### config.mk
export PLATFORM = sky130hd
export DESIGN_NAME = store_commit_queue
export DESIGN_NICKNAME = d
export VERILOG_FILES = /design/src/rtl/store_commit_queue.sv
export SDC_FILE = /design/constraint.sdc
export NUM_CORES = 1
export LEC_CHECK = 0
export ABC_AREA = 1
export BUFFER_PORTS_ARGS = -buffer_cell sky130_fd_sc_hd__buf_2
export CAP_MARGIN = 20
export CORE_MARGIN = 1.5
export CORE_UTILIZATION = 45
export DETAILED_ROUTE_END_ITERATION = 10
export GPL_TIMING_DRIVEN = 0
export PLACE_DENSITY_LB_ADDON = 0.08
export RECOVER_POWER = 100
export SLEW_MARGIN = 20
export SYNTH_ARGS = -nofsm -noshare
export SYNTH_HDL_FRONTEND = slang
export SYNTH_SLANG_ARGS = --single-unit
export TNS_END_PERCENT = 1
### constraint.sdc
create_clock -name clk -period 23.7 [get_ports clk]
set_clock_uncertainty 0.2 [all_clocks]
set_input_delay 1.185 -clock clk [delete_from_list [all_inputs] [get_ports clk]]
set_output_delay 1.185 -clock clk [all_outputs]
set_load 0.05 [all_outputs]
### src/rtl/store_commit_queue.sv
module store_commit_queue #(
  parameter int CAPACITY = 4,
  parameter int AW = 32,
  parameter int DW = 32,
  parameter int SZW = 4,
  parameter int SQW = 16,
  localparam int DEPTH = CAPACITY + 1,
  localparam int IW = $clog2(DEPTH)
) (
  input  logic           clk,
  input  logic           rst_n,
  input  logic           alloc_valid,
  input  logic [AW-1:0]  alloc_addr,
  input  logic [DW-1:0]  alloc_data,
  input  logic [SZW-1:0] alloc_size,
  input  logic [SQW-1:0] alloc_seq,
  input  logic           alloc_locked,
  input  logic           alloc_uncached,
  output logic           alloc_ready,
  input  logic           commit_valid,
  input  logic [SQW-1:0] commit_seq,
  input  logic           squash_valid,
  input  logic [SQW-1:0] squash_seq,
  input  logic           lock_flag,
  output logic           req_valid,
  input  logic           req_ready,
  output logic [AW-1:0]  req_addr,
  output logic [DW-1:0]  req_data,
  output logic [SZW-1:0] req_size,
  output logic [IW-1:0]  req_idx,
  output logic [1:0]     req_sc,
  input  logic           retry,
  input  logic           resp_valid,
  input  logic [IW-1:0]  resp_idx,
  output logic [IW:0]    used_count,
  output logic [IW:0]    pending_count
);

  logic [AW-1:0]  st_addr [DEPTH];
  logic [DW-1:0]  st_data [DEPTH];
  logic [SZW-1:0] st_size [DEPTH];
  logic [SQW-1:0] st_seq  [DEPTH];
  logic [DEPTH-1:0] st_lock, st_unc, elig, done;

  logic [IW-1:0] head, wbp, tail;
  logic [IW:0]   pending;
  logic          blocked;
  int            used_i;

  function automatic logic [IW-1:0] wrap_add(input logic [IW-1:0] p, input int n);
    int t;
    t = (int'(p) + n) % DEPTH;
    return t[IW-1:0];
  endfunction

  always_comb begin
    used_i = int'(tail) - int'(head);
    if (used_i < 0) used_i += DEPTH;
  end

  assign used_count    = used_i[IW:0];
  assign pending_count = pending;
  assign alloc_ready   = used_i < CAPACITY;

  logic alloc_fire, commit_go;
  assign alloc_fire = alloc_valid && alloc_ready && !squash_valid;
  assign commit_go  = commit_valid && !squash_valid;

  logic wb_ent, wb_local, wb_adv;
  assign wb_ent   = (pending != '0) && (wbp != tail) && elig[wbp];
  assign wb_local = wb_ent && !blocked &&
                    ((st_size[wbp] == '0) || (st_lock[wbp] && !st_unc[wbp] && !lock_flag));
  assign req_valid = wb_ent && !wb_local && (!blocked || retry);
  assign wb_adv    = wb_local || (req_valid && req_ready);
  assign req_addr  = st_addr[wbp];
  assign req_data  = st_data[wbp];
  assign req_size  = st_size[wbp];
  assign req_idx   = wbp;
  assign req_sc    = !st_lock[wbp] ? 2'd0 : (st_unc[wbp] ? 2'd2 : 2'd1);

  logic [DEPTH-1:0] cmark;
  logic [IW:0]      ncommit;
  always_comb begin
    logic stop;
    logic [IW-1:0] i;
    cmark = '0;
    ncommit = '0;
    stop = 1'b0;
    for (int k = 0; k < DEPTH; k++) begin
      i = wrap_add(head, k);
      if (commit_go && k < used_i && !stop && !elig[i]) begin
        if (st_seq[i] > commit_seq) stop = 1'b1;
        else begin
          cmark[i] = 1'b1;
          ncommit = ncommit + 1'b1;
        end
      end
    end
  end

  logic [IW-1:0] new_tail;
  always_comb begin
    logic stop;
    logic [IW-1:0] i;
    new_tail = tail;
    stop = 1'b0;
    for (int k = 0; k < DEPTH; k++) begin
      i = wrap_add(tail, DEPTH - 1 - k);
      if (k < used_i && !stop) begin
        if (elig[i] || st_seq[i] <= squash_seq) stop = 1'b1;
        else new_tail = i;
      end
    end
  end

  logic [DEPTH-1:0] done_nx;
  logic [IW:0]      adv, ncomp;
  always_comb begin
    logic stop;
    logic [IW-1:0] i;
    done_nx = done;
    if (resp_valid) done_nx[resp_idx] = 1'b1;
    if (wb_local)   done_nx[wbp] = 1'b1;
    ncomp = {{IW{1'b0}}, resp_valid} + {{IW{1'b0}}, wb_local};
    adv = '0;
    stop = 1'b0;
    for (int k = 0; k < DEPTH; k++) begin
      i = wrap_add(head, k);
      if (k < used_i && !stop) begin
        if (done_nx[i]) adv = adv + 1'b1;
        else stop = 1'b1;
      end
    end
  end

  always_ff @(posedge clk) begin
    if (!rst_n) begin
      head    <= '0;
      wbp     <= '0;
      tail    <= '0;
      pending <= '0;
      blocked <= 1'b0;
      elig    <= '0;
      done    <= '0;
      st_lock <= '0;
      st_unc  <= '0;
    end else begin
      elig    <= elig | cmark;
      done    <= done_nx;
      head    <= wrap_add(head, int'(adv));
      pending <= pending + ncommit - ncomp;
      if (wb_adv) wbp <= wrap_add(wbp, 1);
      if (req_valid && !req_ready) blocked <= 1'b1;
      else if (req_valid && req_ready) blocked <= 1'b0;
      if (squash_valid) tail <= new_tail;
      else if (alloc_fire) begin
        st_addr[tail] <= alloc_addr;
        st_data[tail] <= alloc_data;
        st_size[tail] <= alloc_size;
        st_seq[tail]  <= alloc_seq;
        st_lock[tail] <= alloc_locked;
        st_unc[tail]  <= alloc_uncached;
        elig[tail]    <= 1'b0;
        done[tail]    <= 1'b0;
        tail          <= wrap_add(tail, 1);
      end
    end
  end


  bounds_chk: assert property (@(posedge clk) disable iff (!rst_n)
    (pending_count <= used_count) && (used_count <= CAPACITY));


  hold_until_retry_chk: assert property (@(posedge clk) disable iff (!rst_n)
    (req_valid && !req_ready) |=> (!req_valid || retry));


  resend_same_slot_chk: assert property (@(posedge clk) disable iff (!rst_n)
    (req_valid && !req_ready) |=> $stable(req_idx));


  squash_shrink_chk: assert property (@(posedge clk) disable iff (!rst_n)
    squash_valid |=> (used_count <= $past(used_count)));


  no_empty_req_chk: assert property (@(posedge clk) disable iff (!rst_n)
    req_valid |-> (req_size != '0));

endmodule

==> impl_results.md, run 1 <==
* Post-route clock period utilization at 0.437
* Cts bufs inserted at 49
* RSZ-0062 raised after global routing: false
* Status: finished with violations
* Cts hold-fix bufs at 0
* Worst hold slack at 0.257 ns
* H-tree levels at 2
* Pwr dens at 118 nW/um^2
* Initial antenna violation count at 15
* Final #Nets at 4202
* Antenna Violating Nets Remaining at 0
* DR vias/cell at 5.91
* Largest net degree at the start of global routing at 24
* Setup TNS at 0 ns
* First-pass iteration count of the detailed router at 9
* Reg2reg path depth at 40
* Mapped Area at 30300 um^2
* Fmax at 96.6 MHz
* Reg2Reg Capture Point: tail[1]
* Failing checks: design-rule violations, max-capacitance violations, max-slew violations
* Post-DP HPWL at 86.2 mm
* Initial DRC Count at 2801
* Num Clock Sinks at 457
* Chip width at 263 um
* Reg-to-Reg Start: tail[0]
* Initial core utilization at 0.458
* CTS tree: done
* Insertion delay to the later sink of the worst-skew pair at 0.60 ns
* Nature of the critical path startpoint: register
* Worst vdd rail ir drop at 69.5 uV
* Slew Viols, Final at 119
* Die Area at 68900 um^2
* IO Port Bufs at 212
* Mapped Cells at 3541
* Hold Path Cell Cnt at 2
* CP max FO at 15
* YS warnings at 0
* Synth Flop Type: edfxtp_1
* Cell with the most instances after synthesis: nand2_1
* Wirelength per Cell at 24.0 um
* First-pass GRT wire length at 168 mm
* I/O pin cnt at 213
* Total grt overflow at 0
* Vias in the first global route at 26400
* CP max stage delay at 1.34 ns
* Footprint of the multi-input gates at 15000 um^2
* CP max stage cell: o21ai_0
* Post-synthesis net count at 3915
* Synth top area share at 0.416
* Routability cong. at 0.984
* Resize count post-CTS at 0
* Max-Slew Margin vs Limit at -0.196
* Flops & latches, synth at 457
* Crit path time final at 10.35 ns
* Gr usage total at 0.322
* Required time of the critical path at 23.95 ns
* Setup crit end kind: register
* Vias at 28000
* Clk buf depth at 3
* DIE HEIGHT at 263 um
* Area grow syn2layout at 12.0%
* Ranking of synthesized cells by area: edfxtp_1 42%, ha_1 9.8%, nand2_1 6.9%, o21ai_0 5.9%, nor2_1 5.8%
* Worst hold endpoint: st_lock[2]
* Routed WL at 114 mm
* Leakage power at 13.3 nW
* Crit path buffers/inverters at 11
* Final setup viols at 0
* Fin util at 0.512
* CP dominant cell by count: nand2_1
* Number of synthesized flops with an enable pin at 420
* Seq/Total Area, Yosys at 0.441
* Fillcell total at 6506
* Root buf cell: clkbuf_16
* Hold Path Origin: st_lock[2]
* Core area at 66200 um^2
* Critical path type: register to register
* Leading area contributor after synthesis: edfxtp_1
* Post-synth cell types at 67
* Tightest Pin Transition at 1.79 ns
* Fraction of layout cells with a size suffix above 1 at 0.0623
* FF-to-FF setup slack at 13.35 ns
* Fin. Hold Viols at 0
* Reg clk slew, reported paths at 0.06 ns
* Number of setup buffers added after CTS at 0
* Maxcap violations at 7
* DRC viols at 2
* Worst Path Arrival at 10.60 ns
* FFs w/ async S/R, synth at 0
* Min-Delay Path Class: register to register
* Kind of cell adding the most delay to the critical path: buffers and inverters
* Register area at 13400 um^2
* Mean area per synthesized cell at 8.56 um^2
* Leading post-synthesis cells by instance count: 558 x nand2_1, 470 x nor2_1, 420 x edfxtp_1
* Site Rows at 94
* Pwr Total at 4.01 mW
[power breakdown]
group / switching [mW] / internal (mW)
Combinational: 1.63 / 0.642
Sequential: 0.0356 / 0.928
Clock: 0.326 / 0.446
[stage by stage]
stage          setup WS, ns  cells  instance area (um^2)
6_report              13.35   4733                 33900
5_1_grt               12.72   4732                 33900
4_1_cts               13.75   4731                 34700
3_5_place_dp          13.81   4641                 33100
3_3_place_gp          11.11   4617                 32400
2_1_floorplan         15.70   3541                 30300
[layout by cell type (no fill, tap or decap), types with 5 or more instances in the layout]
master and n:
o211ai_1 108, a2111oi_0 6, o21ai_0 358, nand3_2 13, nand4_1 39, o22ai_1 147, dfxtp_1 37, edfxtp_1 420
o21ai_1 8, a21oi_1 120, nand2_4 7, clkinv_2 10, or2_2 8, a31oi_1 78, a221oi_1 23, xor2_1 14
nor3_1 28, o2111ai_1 5, fa_1 6, inv_2 23, clkbuf_16 49, bufinv_16 5, o221ai_1 18, buf_1 19
a211oi_1 66, buf_2 50, clkinv_1 23, nand2_1 559, nor2_1 474, ha_1 238, nand2_2 32, o21a_1 5
xnor2_1 9, nand3_1 130, inv_1 308, clkbuf_1 340
[sequential cells by signal, summed over array words and instances, names as in the netlist, named ones only]
name / flops
st_addr: 160
st_data: 160
st_seq: 80
st_size: 20
done: 5
elig: 5
st_lock: 5
st_unc: 5
pending_count: 4
head: 3
req_idx: 3
tail: 3
blocked: 1
[how the worst max path moves through the flow]
stage	end	slack, ns	start	depth (start not counted)
2_1_floorplan	st_addr[1][0]	15.70	tail[0]	17
3_5_place_dp	pending_count[3]	13.81	head[1]	39
4_1_cts	pending_count[3]	13.75	head[1]	39
3_3_place_gp	st_lock[1]	11.11	tail[0]	19
6_report	tail[1]	13.35	tail[0]	40
5_1_grt	tail[1]	12.72	tail[0]	39
[routing by layer]
metal	vias to the layer above	wire length, um	global-route usage
met5	-	167	0
met3	325	9360	0.0625
li1	13200	-	-
met1	13100	46400	0.415
met4	26	6120	0.164
met2	1293	51500	0.516
[kinds of logic after synthesis]
group | Yosys count | share of synthesized area
adders and majority gates | 244 | 0.102
DFF | 457 | 0.441
and+or+nand+nor | 1319 | 0.188
xor gates and xnor gates | 24 | 0.00718
AOI/OAI and AO/OA | 977 | 0.197
muxes | 1 | 0.000330
buffers and inverters | 519 | 0.0650
[tightest hold or removal path: stages (launching register included)]
cell	delay (ns)
dfxtp_1	0.32
nand2_1	0.05
o21ai_0	0.05
[layout make-up]
cell class | instances | area share
clock buffers | 55 | 0.0377
multi-input cells | 2565 | 0.441
well taps | 864 | 0.0319
inverters | 347 | 0.0386
clock inverters | 35 | 0.0102
plain buffers | 172 | 0.0194
flip-flops and latches | 457 | 0.394
repair buffers | 236 | 0.0279
diodes | 2 | 0.000147
Note: power is estimated with default switching activity, not from simulation.
==> run 2: changes to the inputs <==
==> constraint.sdc (replaced) <==
create_clock -name clk -period 10.4 [get_ports clk]
set_clock_uncertainty 0.2 [all_clocks]
set_input_delay 0.52 -clock clk [delete_from_list [all_inputs] [get_ports clk]]
set_output_delay 0.52 -clock clk [all_outputs]
set_load 0.05 [all_outputs]
==> run 2 against run 1 <==
The flow finishes with violations (max-capacitance violations, max-slew violations). Via count rose by 1.3%. Cell count is 1.8% higher. Die area is the same. Non-clock buffer count grew 84. Clock-buffer cell count stayed put. Routed wire length grew 0.60%. Highest routed layer unchanged.
==> impl_results.md, run 2 (synthesis results as in run 1) <==
* Commonest cells after routing, fill and taps aside: 559 x nand2_1, 471 x nor2_1, 420 x edfxtp_1
* Root buf cell: clkbuf_16
* Required time of the critical path at 10.39 ns
* Area grow syn2layout at 14.9%
* Fraction of layout cells with a size suffix above 1 at 0.0635
* M1 WL at 47.1 mm
* CP max FO at 21
* Cts bufs inserted at 49
* Nature of the critical path startpoint: register
* Post-route clock period utilization at 0.934
* Maxcap violations at 7
* Routed WL at 114 mm
* Pwr dens at 264 nW/um^2
* Worst vdd rail ir drop at 197 uV
* Routability cong. at 0.984
* Crit path capture: st_addr[0][0]
* Status: finished with violations
* Die Area at 68900 um^2
* Setup crit end kind: register
* Slew Viols, Final at 132
* Reg2reg path depth at 19
* Vias in the first global route at 26900
* Post-DP HPWL at 86.2 mm
* Fmax at 103 MHz
* Final setup viols at 0
* Core area at 66200 um^2
* Reg-to-Reg Start: tail[0]
* I/O pin cnt at 213
* Total grt overflow at 0
* Gr usage total at 0.324
* Insertion delay to the later sink of the worst-skew pair at 0.60 ns
* Initial antenna violation count at 6
* H-tree levels at 2
* Failing checks: max-capacitance violations, max-slew violations
* Worst hold slack at 0.0650 ns
* Tightest Pin Transition at 1.80 ns
* Final #Nets at 4286
* Wirelength per Cell at 23.7 um
* Num Clock Sinks at 457
* CP max stage cell: clkbuf_1
* Largest net degree at the start of global routing at 24
* Clk buf depth at 3
* Pwr Total at 9.17 mW
* DRC viols at 0
* CP max stage delay at 1.09 ns
* Commonest non-fill, non-tap cell in the layout: nand2_1
* RSZ-0062 raised after global routing: false
* Reg2Reg Capture Point: st_addr[0][0]
* Crit path buffers/inverters at 8
* CP Depth at 19
* Critical path origin: tail[0]
* Hold Path Origin: squash_valid
* Min-Delay Path Class: input pin to register
* Site Rows at 94
* DIE HEIGHT at 263 um
* First-pass GRT wire length at 170 mm
* Fillcell total at 6447
* Final Instance Area at 34800 um^2
* CP dominant cell by count: clkbuf_1
* IO Port Bufs at 212
* Max-Slew Margin vs Limit at -0.202
* CTS tree: done
* Leakage power at 13.6 nW
* FF-to-FF setup slack at 0.68 ns
* Initial DRC Count at 2880
* Vias at 28300
* Worst Path Arrival at 9.71 ns
* Chip width at 263 um
* Regs by FF count: st_addr (160), st_data (160), st_seq (80)
* Kind of cell adding the most delay to the critical path: buffers and inverters
* Antenna Violating Nets Remaining at 0
* Crit path time final at 9.72 ns
* First-pass iteration count of the detailed router at 7
* Critical path, cell by cell: clkbuf_1, inv_1, clkbuf_1, ha_1, inv_1, fa_1, ha_1, or2_0, nand2_1, nand2_1, nor2_1, nor2_1, nor3_1, nand3_1, nor2_1, clkbuf_1, clkbuf_1, clkbuf_1, clkbuf_1
* Placed instance area at 33100 um^2
* DR vias/cell at 5.88
* Initial core utilization at 0.458
* Fin. Hold Viols at 0
* Reg clk slew, reported paths at 0.06 ns
* DR top layer: met5
* Met3 Wirelength at 8.81 mm
* Met2 wire len at 52.2 mm
* Critical path type: register to register
-- run 2: cell types whose count changed in the layout (fill, tap and decap cells not counted), moves of 3 or more --
cell           delta
clkbuf_1          -5
clkbuf_2          +3
dlygate4sd3_1    +85
nor2_1            -3
nor2_2            +3
-- run 2: cell type report --
type	instances	area [um^2]	share of cell area
Clock buffer	55	1280	0.0367
Multi-Input combinational cell	2565	15000	0.430
Tap cell	864	1080	0.0311
Antenna cell	2	5.00	0.000144
Sequential cell	457	13400	0.384
Clock inverter	35	347	0.00996
Buffer	171	657	0.0189
Timing Repair Buffer	321	1800	0.0517
Inverter	347	1310	0.0376
-- run 2: worst min path at each step --
stage	to	slack [ns]	depth (start not counted)
floorplan	st_unc[0]	0.23	2
global placement	st_unc[1]	0.24	2
detailed placement	st_unc[0]	0.25	2
CTS	tail[2]	0.03	3
global route	tail[2]	0.07	3
finish	tail[2]	0.06	3
-- run 2: through the flow --
stage          setup TNS [ns]  utilization  setup WS, ns  instances
2_1_floorplan               0            -          2.40       3541
3_3_place_gp          -736.61        0.490         -2.19       4617
3_5_place_dp                0        0.499         0.509       4641
4_1_cts                     0        0.537         0.445       4816
5_1_grt                     0        0.526        0.0841       4816
6_report                    0        0.526         0.682       4817
-- run 2: worst reg2reg max path: cells and delay by family, from the launching register on --
family        cells  cell delay, ns
buf+inv           8            5.09
simple gates      8            2.47
fa+ha+maj         3            1.00
flops             1            0.56
-- run 2: per-layer routing --
| layer | vias up | global-route usage |
|---|---|---|
| li1 | 13400 | - |
| met1 | 13400 | 0.420 |
| met2 | 1294 | 0.525 |
| met3 | 303 | 0.0537 |
| met4 | 8 | 0.161 |
| met5 | - | 0 |
-- run 2: power breakdown --
group	internal, mW	total (mW)	switching [mW]
clock	1.02	1.76	0.739
sequential	2.12	2.20	0.0808
combinational	1.49	5.22	3.73
-- run 2: repair_timing --
item | 4_1_cts | 5_1_grt
hold buffers | 85 | 0
gates resized for setup | 0 | 10
setup endpoints to repair | 0 | 2
hold endpoints to repair | 421 | 0
setup buffers | 0 | 0
